===== src/rtl/tile_align_pkg.sv =====
package tile_align_pkg;

    localparam int CFG_W      = 5;
    localparam int LCL_STEP   = 4;
    localparam int LCL_BIG    = 16;
    localparam int LCL_DEPTH  = 3 * LCL_STEP + LCL_BIG;
    localparam int EXP_ADD    = 4;
    localparam int PIPE_LAT   = 4;
    localparam int HI_SHIFT   = 8;

    // Packed so that the write word maps straight onto the fields:
    // bit4 hi_byte, bit3 exp_add4, bit2 lcl_add16, bits1:0 lcl_code.
    typedef struct packed {
        logic       hi_byte;
        logic       exp_add4;
        logic       lcl_add16;
        logic [1:0] lcl_code;
    } align_cfg_t;

endpackage


===== src/rtl/align_cfg_reg.sv =====
module align_cfg_reg
    import tile_align_pkg::*;
(
    input  logic             clk,
    input  logic             rst,
    input  logic             we,
    input  logic [CFG_W-1:0] wdata,
    output align_cfg_t       cfg
);

    always_ff @(posedge clk) begin
        if (rst) begin
            cfg <= '0;
        end else if (we) begin
            cfg <= align_cfg_t'(wdata);
        end
    end

endmodule


===== src/rtl/tap_delay.sv =====
module tap_delay #(
    parameter int W     = 24,
    parameter int DEPTH = 28,
    localparam int SELW = $clog2(DEPTH + 1)
) (
    input  logic            clk,
    input  logic            rst,
    input  logic            en,
    input  logic [W-1:0]    d,
    input  logic [SELW-1:0] sel,
    output logic [W-1:0]    q
);

    logic [W-1:0] stg [DEPTH];

    for (genvar i = 0; i < DEPTH; i++) begin : g_stage
        if (i == 0) begin : g_head
            always_ff @(posedge clk) begin
                if (rst)     stg[i] <= '0;
                else if (en) stg[i] <= d;
            end
        end else begin : g_body
            always_ff @(posedge clk) begin
                if (rst)     stg[i] <= '0;
                else if (en) stg[i] <= stg[i-1];
            end
        end
    end

    // sel 0 passes the input through; sel k reads the stage k steps back.
    always_comb begin
        q = d;
        for (int i = 0; i < DEPTH; i++) begin
            if (int'(sel) == i + 1) q = stg[i];
        end
    end

endmodule


===== src/rtl/sum_pipe.sv =====
module sum_pipe #(
    parameter int W      = 32,
    parameter int STAGES = 4
) (
    input  logic         clk,
    input  logic         rst,
    input  logic         en,
    input  logic [W-1:0] d,
    output logic [W-1:0] q
);

    logic [W-1:0] stg [STAGES];

    for (genvar i = 0; i < STAGES; i++) begin : g_pipe
        if (i == 0) begin : g_first
            always_ff @(posedge clk) begin
                if (rst)     stg[i] <= '0;
                else if (en) stg[i] <= d;
            end
        end else begin : g_next
            always_ff @(posedge clk) begin
                if (rst)     stg[i] <= '0;
                else if (en) stg[i] <= stg[i-1];
            end
        end
    end

    assign q = stg[STAGES-1];

endmodule


===== src/rtl/tile_sum_align.sv =====
module tile_sum_align
    import tile_align_pkg::*;
#(
    parameter int LOC_W = 24,
    parameter int ACC_W = 32
) (
    input  logic             clk,
    input  logic             rst,
    input  logic             pix_en,
    input  logic             cfg_we,
    input  logic [CFG_W-1:0] cfg_wdata,
    input  logic [LOC_W-1:0] local_sum,
    input  logic [ACC_W-1:0] exp_in,
    output logic [ACC_W-1:0] exp_out
);

    localparam int LSW = $clog2(LCL_DEPTH + 1);
    localparam int ESW = $clog2(EXP_ADD + 1);

    if (ACC_W < 30) begin : g_bad_width
        $error("ACC_W must be at least 30");
    end
    if (LOC_W > ACC_W) begin : g_bad_loc
        $error("LOC_W must not exceed ACC_W");
    end

    align_cfg_t       cfg_q;
    logic [LSW-1:0]   lcl_sel;
    logic [ESW-1:0]   exp_sel;
    logic [LOC_W-1:0] lcl_dly;
    logic [ACC_W-1:0] exp_dly;
    logic [ACC_W-1:0] lcl_ext;
    logic [ACC_W-1:0] lcl_shifted;
    logic [ACC_W-1:0] sum_d;

    align_cfg_reg u_cfg (
        .clk   (clk),
        .rst   (rst),
        .we    (cfg_we),
        .wdata (cfg_wdata),
        .cfg   (cfg_q)
    );

    always_comb begin
        lcl_sel = LSW'(cfg_q.lcl_code) * LSW'(LCL_STEP);
        if (cfg_q.lcl_add16) lcl_sel = lcl_sel + LSW'(LCL_BIG);
        exp_sel = cfg_q.exp_add4 ? ESW'(EXP_ADD) : '0;
    end

    // Local path is stored at its native width, before sign extension.
    tap_delay #(.W(LOC_W), .DEPTH(LCL_DEPTH)) u_lcl_dly (
        .clk (clk),
        .rst (rst),
        .en  (pix_en),
        .d   (local_sum),
        .sel (lcl_sel),
        .q   (lcl_dly)
    );

    tap_delay #(.W(ACC_W), .DEPTH(EXP_ADD)) u_exp_dly (
        .clk (clk),
        .rst (rst),
        .en  (pix_en),
        .d   (exp_in),
        .sel (exp_sel),
        .q   (exp_dly)
    );

    always_comb begin
        lcl_ext     = {{(ACC_W-LOC_W){lcl_dly[LOC_W-1]}}, lcl_dly};
        lcl_shifted = cfg_q.hi_byte ? (lcl_ext << HI_SHIFT) : lcl_ext;
        sum_d       = lcl_shifted + exp_dly;
    end

    sum_pipe #(.W(ACC_W), .STAGES(PIPE_LAT)) u_out (
        .clk (clk),
        .rst (rst),
        .en  (pix_en),
        .d   (sum_d),
        .q   (exp_out)
    );

endmodule


===== config.mk =====
export PLATFORM = sky130hd
export DESIGN_NAME = tile_sum_align
export DESIGN_NICKNAME = d
export VERILOG_FILES = /design/src/rtl/tile_align_pkg.sv /design/src/rtl/align_cfg_reg.sv /design/src/rtl/tap_delay.sv /design/src/rtl/sum_pipe.sv /design/src/rtl/tile_sum_align.sv
export SDC_FILE = /design/constraint.sdc
export NUM_CORES = 1
export LEC_CHECK = 0
export BUFFER_PORTS_ARGS = -buffer_cell sky130_fd_sc_hd__buf_2
export CORE_MARGIN = 2
export CORE_UTILIZATION = 45
export CTS_CLUSTER_DIAMETER = 80
export DETAILED_ROUTE_END_ITERATION = 8
export PLACE_DENSITY = 0.71
export SYNTH_ARGS = -nofsm -noshare
export SYNTH_HDL_FRONTEND = slang
export SYNTH_SLANG_ARGS = --single-unit

===== constraint.sdc =====
create_clock -name clk -period 12.7 [get_ports clk]
set_input_delay 1.27 -clock clk [delete_from_list [all_inputs] [get_ports clk]]
set_output_delay 1.27 -clock clk [all_outputs]
set_load 0.005 [all_outputs]

==> results.cfg <==
[synthesis]
synthArstFlopShare_pct = 0
ys_ff_latch = 933
yosys_warnings = 0
synth_edf_count = 928
syn-cell-area_um2 = 37700
ys_types = 49
syn-num-nets = 2449
syn_avg_cell_area_um2 = 16.0
synth_common_cells = edfxtp_1, and2_1, clkbuf_1
yosysSeqAreaShare_pct = 74.1
yosysMostFrequentCell = edfxtp_1
yosysTopAreaCell = edfxtp_1
synthCells = 2352
synthTopCellsByArea = edfxtp_1, and2_1, mux4_2, clkbuf_1, ha_1
synth_top_cell_area_share_pct = 73.9
synth-main-ff-cell = edfxtp_1

[grt]
overflow = 0
antenna_found_initial = 2
grt_pass1_wl_um = 101000
grt.total_usage_pct = 14.8
grt_max_degree = 379
grt_pass1_vias = 18000

[sta]
holdWs_ns = 0.487
slew_headroom_pct = 14.1
setup-tns-final_ns = 0
final-setup-viol-count = 0
grt_setup_unrepaired = false
drv_slew = 0
max_freq_mhz = 203
setup_ws_ns = 7.78
fin_crit_sh_pct = 38.8
final.min_clock_period_ns = 4.92
finalClockSkew_ns = 0.0308
worst_slew_pin_slew_ns = 1.29
finalHoldViolCount = 0

[place]
gp_congestion = 0.806
pre_cts_ws_ns = 7.65
dp_hpwl_um = 36800
io_buffers = 96
place_area_um2 = 39300
dpl.cell_count = 3413

[cells_and_area]
multi_input_area_um2 = 9250
num-nets-final = 2528
instances_no_fill = 3595
drive_gt1_share_pct = 13.4
fin_util_pct = 51.0
fin_area_um2 = 42500
nFillCells = 6756
syn_to_final_growth_pct = 12.5
regArea_um2 = 28000

[critical_path]
path_buf_inv = 1
cpMostUsedCell = a21oi_1
slowest_stage = dfxtp_2
crit_arrival_ns = 5.27
worstSetupPathType = reg2reg
required_ns = 13.05
crit_family = compound AO/OA/AOI/OAI gates
worst_path_largest_cell_delay_ns = 0.76
path_max_fanout = 30
worstPathCellList = buf_4 > mux4_2 > mux2i_1 > a21oi_1 > ha_1 > a21o_1 > a31oi_1 > a21oi_1 > nor2b_1 > o21bai_1 > o311a_1 > o21ai_1 > xnor2_1 > nor2_1
critPathLaunchType = flop
cp-end-kind = flop

[pwr]
power.leakage_nw = 16.3
power_mw = 6.95
power.density_nw_per_um2 = 164
peakVddDrop_mv = 0.114

[floorplanning]
initial_core_util_pct = 45.3
fp.coreArea_um2 = 83300
io_pins = 97
die_h_um = 294
die_w_um = 294
rows = 106
die-area_um2 = 86200

[drt]
totalWireLength_um = 63700
wl_per_cell_um = 17.7
dr.first_iter.drc_count = 1635
via_count = 18000
drt-vias-per-instance = 5.00
first_pass_iters = 5
ant_nets = 0
drc_errors = 0

[clock_network]
postCtsSetupRepairBufs = 0
cts_buffers = 96
clock_sinks = 933
post_cts_resized = 0
clk_pin_slew_worst_paths_ns = 0.06
cts_tree = yes
clockRootBuffer = clkbuf_16
cts_htree_levels = 3
clkLatencyLatePin_ns = 0.66
cts_hold_buf = 0
cts_buffer_depth = 3

[min_path]
hold_class = reg2reg

[run]
maxCapViolations = 0

[outcome]
status = complete, no violations
## kinds of logic after synthesis
group,synth area share (%)
fa+ha+maj,1.08
xor+xnor,0.580
simple gates,16.3
mux,4.64
buf+inv,1.39
compound gates,1.86
flops,74.1
## worst reg2reg max path: stages (launching register included)
cell and delay [ns]:
dfxtp_2 0.76, buf_4 0.57, mux4_2 0.43, mux2i_1 0.48, a21oi_1 0.21, ha_1 0.44, a21o_1 0.20, a31oi_1 0.13
a21oi_1 0.19, nor2b_1 0.07, o21bai_1 0.25, o311a_1 0.41, o21ai_1 0.27, xnor2_1 0.15, nor2_1 0.05
## final cells by class
cell class | count | share of cell area (%)
sequential | 933 | 65.9
inverter | 7 | 0.0619
antenna | 1 | 0.00589
clock buffer | 122 | 5.96
timing repair buffer | 111 | 1.54
tap | 1080 | 3.18
multi-input combinational | 1282 | 21.8
clock inverter | 59 | 1.59
## layer usage
layer / global-route usage, % / share of wire, % / vias to the layer above
li1: - / - / 8562
met1: 21.6 / 48 / 9034
met2: 22.7 / 46 / 292
met3: 2.69 / 3.9 / 83
met4: 5.09 / 2.2 / 0
met5: 0 / 0 / -
## registers in the layout, summed over array words and instances (netlist names)
signal         flops
u_lcl_dly.stg    672
u_out.stg        128
u_exp_dly.stg    128
u_cfg.cfg          5
## power by group
group | internal [mW] | switching (mW) | total [mW]
Combinational | 0.179 | 0.281 | 0.461
Sequential | 3.61 | 0.0592 | 3.67
Clock | 1.65 | 1.18 | 2.83
Total | 5.44 | 1.52 | 6.95
## cells in the final DEF (no fill, tap or decap), types with 13 or more instances in the layout
cell type | netlist | routed
buf_2 | 7 | 96
edfxtp_1 | 928 | 928
mux4_2 | 48 | 48
xnor2_1 | 13 | 13
nor2_1 | 44 | 44
clkinv_1 | 0 | 24
a21o_1 | 14 | 14
a211oi_1 | 13 | 13
and2_1 | 898 | 898
ha_1 | 31 | 31
a21oi_1 | 42 | 42
mux2_2 | 30 | 30
clkbuf_1 | 117 | 24
mux2i_1 | 33 | 33
clkbuf_16 | 0 | 97
nand2_1 | 18 | 18
## final timing paths
path,end,startpoint,depth (start not counted),slack [ns]
worst max-delay path,u_out.stg[0][29]$_SDFFCE_PN0P_,u_cfg.cfg[1]$_SDFFE_PP0P_,14,7.78
worst min-delay path,u_lcl_dly.stg[0][360]$_SDFFCE_PN0P_,u_lcl_dly.stg[0][336]$_SDFFCE_PN0P_,1,0.49
worst max register to register,u_out.stg[0][29]$_SDFFCE_PN0P_,u_cfg.cfg[1]$_SDFFE_PP0P_,14,7.78
worst min register to register,u_lcl_dly.stg[0][360]$_SDFFCE_PN0P_,u_lcl_dly.stg[0][336]$_SDFFCE_PN0P_,1,0.49
Power figures use the tool's default switching activity.
